[src/rtl/mdio_pkg.sv]
// Package: shared frame constants for the management master.
// Assumes the standard 5-bit address fields and 16-bit data field.
package mdio_pkg;
    localparam int unsigned ADDR_W = 5;
    localparam int unsigned DATA_W = 16;
    localparam logic [1:0]  START_PAT = 2'b01;
    localparam logic [1:0]  OPC_WRITE = 2'b01;
    localparam logic [1:0]  OPC_READ  = 2'b10;
    localparam logic [1:0]  TA_WRITE  = 2'b10;
endpackage

[src/rtl/mdio_clk_div.sv]
// Module: management clock divider and bit-phase strobes.
// While run is high a phase counter walks 0..CLK_DIV-1 once per bit.
// mdc is low for the first half of the count and high for the second.
// Assumes CLK_DIV even, >= 4, and DRV_DLY + 1 < CLK_DIV/2, so that a
// driven change becomes visible while mdc is still low.
module mdio_clk_div #(
    parameter int unsigned CLK_DIV = 8,
    parameter int unsigned DRV_DLY = 1
) (
    input  logic clk,
    input  logic rst_n,
    input  logic run,
    output logic mdc,
    output logic drv_stb,
    output logic smp_stb,
    output logic bit_end
);
    localparam int unsigned HALF = CLK_DIV / 2;
    localparam int unsigned CW   = $clog2(CLK_DIV);

    logic [CW-1:0] phase;
    logic [CW-1:0] phase_nxt;

    // Next phase: wraps at the end of each bit period.
    always_comb begin
        if (phase == CW'(CLK_DIV - 1)) begin
            phase_nxt = '0;
        end else begin
            phase_nxt = phase + 1'b1;
        end
    end

    // Phase counter and registered clock output; both park at zero when idle.
    always_ff @(posedge clk) begin
        if (!rst_n || !run) begin
            phase <= '0;
            mdc   <= 1'b0;
        end else begin
            phase <= phase_nxt;
            mdc   <= (phase_nxt >= CW'(HALF));
        end
    end

    // Strobes marking the drive point, the sample point and the bit end.
    assign drv_stb = run && (phase == CW'(DRV_DLY));
    assign smp_stb = run && (phase == CW'(HALF));
    assign bit_end = run && (phase == CW'(CLK_DIV - 1));
endmodule

[src/rtl/mdio_frame_seq.sv]
// Module: frame sequencer and line driver.
// Loads the whole outgoing frame into a shift register when a request is
// accepted, then shifts out one bit per drive strobe. Read frames drop the
// drive enable from the turnaround onward. Assumes the strobes come from
// mdio_clk_div running on the same busy flag.
module mdio_frame_seq
    import mdio_pkg::*;
#(
    parameter int unsigned PRE_BITS = 32
) (
    input  logic              clk,
    input  logic              rst_n,
    input  logic              req,
    input  logic              req_rd,
    input  logic [ADDR_W-1:0] req_phy,
    input  logic [ADDR_W-1:0] req_reg,
    input  logic [DATA_W-1:0] req_wdata,
    input  logic              drv_stb,
    input  logic              bit_end,
    output logic              busy,
    output logic              done,
    output logic              rd_active,
    output logic              cap_en,
    output logic              frame_end,
    output logic              mdio_o,
    output logic              mdio_oe
);
    localparam int unsigned HDR_BITS   = PRE_BITS + 4 + 2 * ADDR_W;
    localparam int unsigned FRAME_BITS = HDR_BITS + 2 + DATA_W;
    localparam int unsigned IDX_W      = $clog2(FRAME_BITS);
    localparam logic [IDX_W-1:0] LAST_IDX  = IDX_W'(FRAME_BITS - 1);
    localparam logic [IDX_W-1:0] HDR_END   = IDX_W'(HDR_BITS);
    localparam logic [IDX_W-1:0] DATA_IDX  = IDX_W'(HDR_BITS + 2);

    logic [FRAME_BITS-1:0] tx_sr;
    logic [FRAME_BITS-1:0] frame_img;
    logic [IDX_W-1:0]      bit_idx;
    logic                  accept;

    // Request is taken only while idle.
    assign accept = req && !busy;

    // Complete frame image built from the request fields.
    always_comb begin
        frame_img = {{PRE_BITS{1'b1}}, START_PAT,
                     (req_rd ? OPC_READ : OPC_WRITE), req_phy, req_reg,
                     (req_rd ? 2'b00 : TA_WRITE),
                     (req_rd ? {DATA_W{1'b0}} : req_wdata)};
    end

    // Frame-end and read-data capture window for the capture stage.
    assign frame_end = busy && bit_end && (bit_idx == LAST_IDX);
    assign cap_en    = busy && rd_active && (bit_idx >= DATA_IDX);

    // Sequencer: accept, shift out, release and signal completion.
    always_ff @(posedge clk) begin
        if (!rst_n) begin
            busy      <= 1'b0;
            done      <= 1'b0;
            rd_active <= 1'b0;
            bit_idx   <= '0;
            tx_sr     <= '0;
            mdio_o    <= 1'b0;
            mdio_oe   <= 1'b0;
        end else begin
            done <= 1'b0;
            if (accept) begin
                busy      <= 1'b1;
                rd_active <= req_rd;
                bit_idx   <= '0;
                tx_sr     <= frame_img;
            end else if (busy) begin
                if (drv_stb) begin
                    mdio_o  <= tx_sr[FRAME_BITS-1];
                    mdio_oe <= !rd_active || (bit_idx < HDR_END);
                    tx_sr   <= tx_sr << 1;
                end
                if (bit_end) begin
                    if (bit_idx == LAST_IDX) begin
                        busy    <= 1'b0;
                        done    <= 1'b1;
                        mdio_o  <= 1'b0;
                        mdio_oe <= 1'b0;
                    end else begin
                        bit_idx <= bit_idx + 1'b1;
                    end
                end
            end
        end
    end
endmodule

[src/rtl/mdio_rx_capture.sv]
// Module: read-data capture.
// Shifts the receive line in at each sample strobe inside the data window
// and commits the assembled word to rdata when a read frame ends.
// Assumes cap_en covers exactly DATA_W sample strobes.
module mdio_rx_capture
    import mdio_pkg::*;
(
    input  logic              clk,
    input  logic              rst_n,
    input  logic              smp_stb,
    input  logic              cap_en,
    input  logic              mdio_i,
    input  logic              commit,
    output logic [DATA_W-1:0] rdata
);
    logic [DATA_W-1:0] rx_sr;

    // Shift register for incoming bits, MSB first.
    always_ff @(posedge clk) begin
        if (!rst_n) begin
            rx_sr <= '0;
        end else if (smp_stb && cap_en) begin
            rx_sr <= {rx_sr[DATA_W-2:0], mdio_i};
        end
    end

    // Result register, updated only at the end of a read frame.
    always_ff @(posedge clk) begin
        if (!rst_n) begin
            rdata <= '0;
        end else if (commit) begin
            rdata <= rx_sr;
        end
    end
endmodule

[src/rtl/mdio_master.sv]
// Module: management frame master top level.
// Wires the clock divider, the frame sequencer and the read capture.
// One frame at a time; the pad tri-state buffer lives outside.
module mdio_master #(
    parameter int unsigned CLK_DIV  = 8,
    parameter int unsigned DRV_DLY  = 1,
    parameter int unsigned PRE_BITS = 32
) (
    input  logic        clk,
    input  logic        rst_n,
    input  logic        req,
    input  logic        req_rd,
    input  logic [4:0]  req_phy,
    input  logic [4:0]  req_reg,
    input  logic [15:0] req_wdata,
    output logic        busy,
    output logic        done,
    output logic [15:0] rdata,
    output logic        mdc,
    output logic        mdio_o,
    output logic        mdio_oe,
    input  logic        mdio_i
);
    logic drv_stb;
    logic smp_stb;
    logic bit_end;
    logic rd_active;
    logic cap_en;
    logic frame_end;
    logic commit;

    // Read result is committed only at the end of a read frame.
    assign commit = frame_end && rd_active;

    mdio_clk_div #(
        .CLK_DIV (CLK_DIV),
        .DRV_DLY (DRV_DLY)
    ) i_clk_div (
        .clk     (clk),
        .rst_n   (rst_n),
        .run     (busy),
        .mdc     (mdc),
        .drv_stb (drv_stb),
        .smp_stb (smp_stb),
        .bit_end (bit_end)
    );

    mdio_frame_seq #(
        .PRE_BITS (PRE_BITS)
    ) i_seq (
        .clk       (clk),
        .rst_n     (rst_n),
        .req       (req),
        .req_rd    (req_rd),
        .req_phy   (req_phy),
        .req_reg   (req_reg),
        .req_wdata (req_wdata),
        .drv_stb   (drv_stb),
        .bit_end   (bit_end),
        .busy      (busy),
        .done      (done),
        .rd_active (rd_active),
        .cap_en    (cap_en),
        .frame_end (frame_end),
        .mdio_o    (mdio_o),
        .mdio_oe   (mdio_oe)
    );

    mdio_rx_capture i_rx (
        .clk     (clk),
        .rst_n   (rst_n),
        .smp_stb (smp_stb),
        .cap_en  (cap_en),
        .mdio_i  (mdio_i),
        .commit  (commit),
        .rdata   (rdata)
    );
endmodule

[config.mk]
export PLATFORM = sky130hd
export DESIGN_NAME = mdio_master
export DESIGN_NICKNAME = d
export VERILOG_FILES = /design/src/rtl/mdio_pkg.sv /design/src/rtl/mdio_clk_div.sv /design/src/rtl/mdio_frame_seq.sv /design/src/rtl/mdio_rx_capture.sv /design/src/rtl/mdio_master.sv
export SDC_FILE = /design/constraint.sdc
export NUM_CORES = 1
export LEC_CHECK = 0
export BUFFER_PORTS_ARGS = -buffer_cell sky130_fd_sc_hd__buf_4
export CORE_MARGIN = 3
export CORE_UTILIZATION = 50
export CTS_CLUSTER_SIZE = 8
export DETAILED_ROUTE_END_ITERATION = 7
export PLACE_DENSITY_LB_ADDON = 0.15
export RECOVER_POWER = 100
export SETUP_SLACK_MARGIN = 0.4
export SYNTH_ARGS = -nofsm -noshare
export SYNTH_HDL_FRONTEND = slang
export SYNTH_SLANG_ARGS = --single-unit
export TNS_END_PERCENT = 50
[constraint.sdc]
create_clock -name clk -period 1.5 [get_ports clk]
set_input_delay 0.3 -clock clk [delete_from_list [all_inputs] [get_ports clk]]
set_output_delay 0.3 -clock clk [all_outputs]
set_load 0.01 [all_outputs]
After elaboration in Yosys (flattened, before gate mapping). Cells that the tools add are included. Widths: inputs -> output; s select.

Output and inout bits: 21. Input port bits: 31. Logic and storage cells: 67. Register bits after elaboration: 111.

Multiplexer cells: 18. Add/sub/neg operators: 2. $lt $le $gt $ge: 3. Equality and inequality tests: 4. Reduce and logical (&&, ||, !) cells: 23. Bitwise operators: 5.

Operators by type and width (count): $mux 64 (3); $mux 16 (1); $mux 1 (11); $logic_and 1x1->1 (10); $add 6x1->6 const B (1); $eq 3x3->1 const B (2); $eq 6x6->1 const B (1); $ge 6x6->1 const B (1); $lt 6x6->1 const B (1); $reduce_and 2->1 (3); $not 1->1 (5); $mux 2 (2); $reduce_bool 2->1 (2); $reduce_or 4->1 (1); $add 3x1->3 const B (1); $eq 3x1->1 const B (1); $ge 3x3->1 const B (1); $logic_not 1->1 (3); $mux 3 (1); $reduce_and 3->1 (1); $logic_or 1x1->1 (2); $reduce_or 2->1 (1).

Longest topological paths before layout.
Depth in word-level cells: 5. Depth in mapped cells: 7. Depth with buffers taken out: 5.

By module. From an unflattened synthesis, not the netlist that was laid out.

Cells, all modules: 397. Area, all modules: 4174.0 um^2.

Modules (own cells, without submodules): mdio_frame_seq (times used 1, area an instance 2788.9 um^2, seq. area each 1501.4 um^2, cells each 273); mdio_rx_capture (times used 1, area an instance 1194.9 um^2, seq. area each 640.6 um^2, cells each 105); mdio_clk_div (times used 1, area an instance 183.9 um^2, seq. area each 60.1 um^2, cells each 18); mdio_master (times used 1, area an instance 6.3 um^2, seq. area each 0.0 um^2, cells each 1).

Worst setup path after synthesis. Ideal clock, no wire load.

Kind: flip-flop to flip-flop. Start point: register i_clk_div.phase[0]. End point: register i_rx.rdata[10]. Period minus slack after synthesis: 1608 ps. Library setup time: 72 ps. Slack: -108 ps. Data required time: 1428 ps. Arrival time: 1536 ps. Buffers on the path: 1. Stages on the path, launching flop included: 7. Cells stage by stage: dfxtp_1 > ha_1 > ha_1 > nand3_1 > nor3_4 > buf_12 > mux2i_1.

Longest elaborated chain between the ends: 5.

RTL lines: start: declaration (line mdio_clk_div.sv:21) `logic [CW-1:0] phase;`; start signal: assignment (line mdio_clk_div.sv:39) `phase <= phase_nxt;`; $eq 3x3->1 (line mdio_clk_div.sv:47) `assign bit_end = run && (phase == CW'(CLK_DIV - 1));`; $logic_and 1x1->1 (line mdio_clk_div.sv:47); $logic_and 1x1->1 (2 in a row) (line mdio_frame_seq.sv:52) `assign frame_end = busy && bit_end && (bit_idx == LAST_IDX);`; $logic_and 1x1->1 (line mdio_master.sv:33) `assign commit = frame_end && rd_active;`; end signal: assignment (line mdio_rx_capture.sv:32) `rdata <= rx_sr;`; end: declaration (line mdio_rx_capture.sv:14) `output logic [DATA_W-1:0] rdata`.

No other way between the ends. A chain may end at the register's enable or synchronous reset.

Worst setup path in the final report.
Start point: register i_clk_div.phase[1]. End point: register i_seq.tx_sr[21].

Longest elaborated chain between the ends: 4.

RTL lines: $eq 3x1->1 (line mdio_clk_div.sv:45) `assign drv_stb = run && (phase == CW'(DRV_DLY));`; $logic_and 1x1->1 (line mdio_clk_div.sv:45); $reduce_bool 2->1 (no line); $reduce_and 2->1 (no line); end signal: assignment (line mdio_frame_seq.sv:71) `tx_sr <= frame_img;`; end signal: assignment (line mdio_frame_seq.sv:76) `tx_sr <= tx_sr << 1;`; end: declaration (line mdio_frame_seq.sv:35) `logic [FRAME_BITS-1:0] tx_sr;`.

No other way between the ends.

==> summary.md <==
| Metric | Value |
|---|---|
| P per Cell Area | 967 mW/mm2 |
| Maximum vdd ir drop | 0.000566 V |
| Fin util | 0.724 |
| Hold Path Class | in -> reg |
| Synth Area per Inst | 8.62 um2 |
| CTS max path bufs | 2 |
| Worst Slack Setup Final | -17.5 ps |
| Floorplan die height | 99.7 um |
| CP required | 1760 ps |
| Most frequent cell after synthesis | dfxtp_1 |
| Grt ovf | 0 |
| Area Growth Syn to Fin | 38.3% |
| CP Max Fanout | 5 |
| CP startpoint kind | flip-flop |
| DR DRC count | 0 |
| CTS Root Cell | clkbuf_8 |
| Worst Path Buf+Inv | 3 |
| I/O Pins | 52 |
| Sinks on Clock Net | 110 |
| Combinational share of power | 0.112 |
| Die ar. | 0.00993 mm2 |
| Post-Synthesis Cells | 509 |
| Crit-path cells | inv_2 -> ha_4 -> and3b_2 -> clkbuf_16 -> clkbuf_16 -> a22oi_2 -> a21oi_2 |
| Syn Nets | 545 |
| Int Power | 4350 uW |
| Layout cells sized above 1 | 0.338 |
| Core outline area | 0.00838 mm2 |
| Failing checks | setup timing |
| Die X-Extent | 99.7 um |
| Critical-path top delay cell | dfxtp_4 |
| Post-route clock period utilization | 1.01 |
| CP Launch Point | i_clk_div.phase[1]$_SDFF_PP0_ |
| Sequential share of the synthesized area | 0.502 |
| Slew Viols, Final | 0 |
| CTS tree | built |
| Via count | 3960 |
| Flop and latch count out of synthesis | 110 |
| RD Place Congestion | 0.747 |
| Number of global-route vias before repair | 3714 |
| Drt via density | 5.86 |
| Levels on crit path | 7 |
| Post-route cell area | 0.00607 mm2 |
| Distinct cells, synth | 41 |
| Slew @ Worst Pin | 510 ps |
| Row count | 33 |
| Hold Path Origin | mdio_i |
| Post-DRT Antenna Nets | 0 |
| Total power | 5870 uW |
| Hold Vio Cnt, Final | 0 |
| Crit path capture type | flip-flop |
| Initial Util | 0.523 |
| Sequential power share | 0.538 |
| CTS Buf Count | 9 |
| FF-to-FF Start | i_clk_div.phase[1]$_SDFF_PP0_ |
| Area leader, netlist | dfxtp_1 |
| HPWL Detailed | 5.82 mm |
| Initial antenna violation count | 0 |
| Worst EP arrival | 1770 ps |
| Antenna diode count | 0 |
| WL final | 10.9 mm |
| Rel. slew slack | 0.659 |
| FMAX | 659 MHz |
| 1st-iter DRT viols | 194 |
| Status | complete, but fails checks |
| Cell Area, Synth | 0.00439 mm2 |
| # fillers | 620 |
| Global-route wire length before repair | 17.1 mm |
| Cell mode on critical path | clkbuf_16 |
| Synth top cells by count | dfxtp_1, nor3_1, nand2_1, a21oi_1, nand3_1 |
| Port-buffer cells | 51 |
| Fin Setup TNS | -17.5 ps |
| Largest stage delay, worst path | 390 ps |
| Sw Share | 0.258 |
| Post-synth top flop | dfxtp_1 |
| Tmin final | 1520 ps |
| WS Path Type | reg -> reg |
| Placed Area | 0.00497 mm2 |
| Reg2Reg Depth | 7 |
| Drt first pass iters | 5 |
| Setup Skew | 11.8 ps |
| Static Leak | 0.00221 uW |
| # hold bufs at CTS | 0 |
| Max H-tree Level | 3 |
| Top cell type's share of synthesized area | 0.502 |
| CP top delay family | buffers and inverters |
| Ys async rst share | 0 |
| RSZ-0062 raised after global routing | yes |
| Nets | 602 |
| Hold Path Depth | 3 |
| Avg WL per Cell | 16.1 um |
| Max_cap viols | 0 |
| Largest net degree at the start of global routing | 65 |
| Clock power frac | 0.350 |
| Ranking of synthesized cells by area | dfxtp_1, nor3_1, a21oi_1 |
| Net Switching | 1510 uW |
| Gr usage total | 0.207 |
| Worst skew pair latency | 370 ps |
| EDFF count, synth | 0 |
| Final setup fails | 1 |
| Ys Warns | 0 |
| Reg clk slew, reported paths | 110 ps |
-- power groups by stage --
| stage | logic, uW | registers (uW) | clock network [uW] |
|---|---|---|---|
| 6_report | 655 | 3160 | 2050 |
| 5_1_grt | 713 | 3170 | 2200 |
| 4_1_cts | 529 | 3140 | 2080 |
| 3_5_place_dp | 453 | 3190 | 0 |
| 3_3_place_gp | 442 | 3180 | 0 |
| 2_1_floorplan | 305 | 3170 | 0 |
-- state kept, by name (all words and copies together) (netlist names), 3 cells and up --
name             flops
i_clk_div.phase      3
i_seq.tx_sr         64
i_rx.rdata          16
i_seq.bit_idx        6
i_rx.rx_sr          16
-- worst register-to-register path, cell delays in order, from the launching register on --
cell	delay, ps
dfxtp_4	390
inv_2	60
ha_4	160
and3b_2	230
clkbuf_16	190
clkbuf_16	160
a22oi_2	150
a21oi_2	80
-- routing by layer --
layer / vias to the layer above / GRT usage / share of wire
li1: 1930 / - / -
met1: 1886 / 0.267 / 0.43
met2: 120 / 0.352 / 0.50
met3: 24 / 0.0351 / 0.049
met4: 0 / 0.0651 / 0.023
met5: - / 0 / 0
-- logic make-up (layout without fill, tap and decap cells) --
kind of cell | count (synthesis) | count (layout) | share of synthesized area
flops | 110 | 110 | 0.502
fa+ha+maj | 5 | 5 | 0.0143
mux | 19 | 19 | 0.0434
buf+inv | 52 | 114 | 0.0550
compound gates | 102 | 102 | 0.142
simple gates | 221 | 221 | 0.244
-- placed cells by master (no fill, tap or decap), drive strengths merged, types with 2 or more instances in the layout --
cell type | Yosys | layout
nor3b | 2 | 2
o21ai | 16 | 16
nand3 | 36 | 36
inv | 5 | 8
nand2 | 59 | 59
a31oi | 3 | 3
nand3b | 2 | 2
o211a | 2 | 2
a32oi | 15 | 15
nor2 | 34 | 34
and4 | 3 | 3
nand4 | 3 | 3
bufinv | 0 | 2
nor4bb | 2 | 2
buf | 27 | 87
and3 | 3 | 3
nand2b | 2 | 2
nor3 | 71 | 71
mux2i | 19 | 19
dfxtp | 110 | 110
ha | 5 | 5
a31o | 2 | 2
a22oi | 10 | 10
a21oi | 51 | 51
clkbuf | 20 | 15
-- cell type report --
| cell class | instances | area (um2) | area share |
|---|---|---|---|
| clock buffer | 9 | 124 | 0.0204 |
| clock inverter | 7 | 110 | 0.0182 |
| inverter | 5 | 18.8 | 0.00309 |
| multi-input combinational | 347 | 2430 | 0.401 |
| sequential | 110 | 2220 | 0.367 |
| tap | 105 | 131 | 0.0217 |
| timing repair buffer | 93 | 1030 | 0.170 |
-- per-stage QoR --
stage	setup slack [ps]	hold WS, ps	cells
6_report	-17.5	176	676
5_1_grt	-72.6	179	676
3_3_place_gp	28.3	440	638
4_1_cts	62.8	170	666
2_1_floorplan	-20.5	432	509
3_5_place_dp	16.1	445	638
-- worst paths after layout --
kind	slack, ps	to
max	-20	i_seq.tx_sr[21]$_SDFFE_PN0P_
min reg2reg	460	i_seq.tx_sr[2]$_SDFFE_PN0P_
max reg2reg	-20	i_seq.tx_sr[21]$_SDFFE_PN0P_
min	180	i_rx.rx_sr[0]$_SDFFE_PN0P_
-- repair_timing --
| action | 4_1_cts | 5_1_grt |
|---|---|---|
| pin swaps | 14 | 10 |
| endpoints found under the setup margin | 128 | 130 |
| setup buffers | 9 | 2 |
| resized for setup | 52 | 67 |
| gates cloned | 3 | 8 |
No activity file was read; power rests on OpenSTA's default activity.
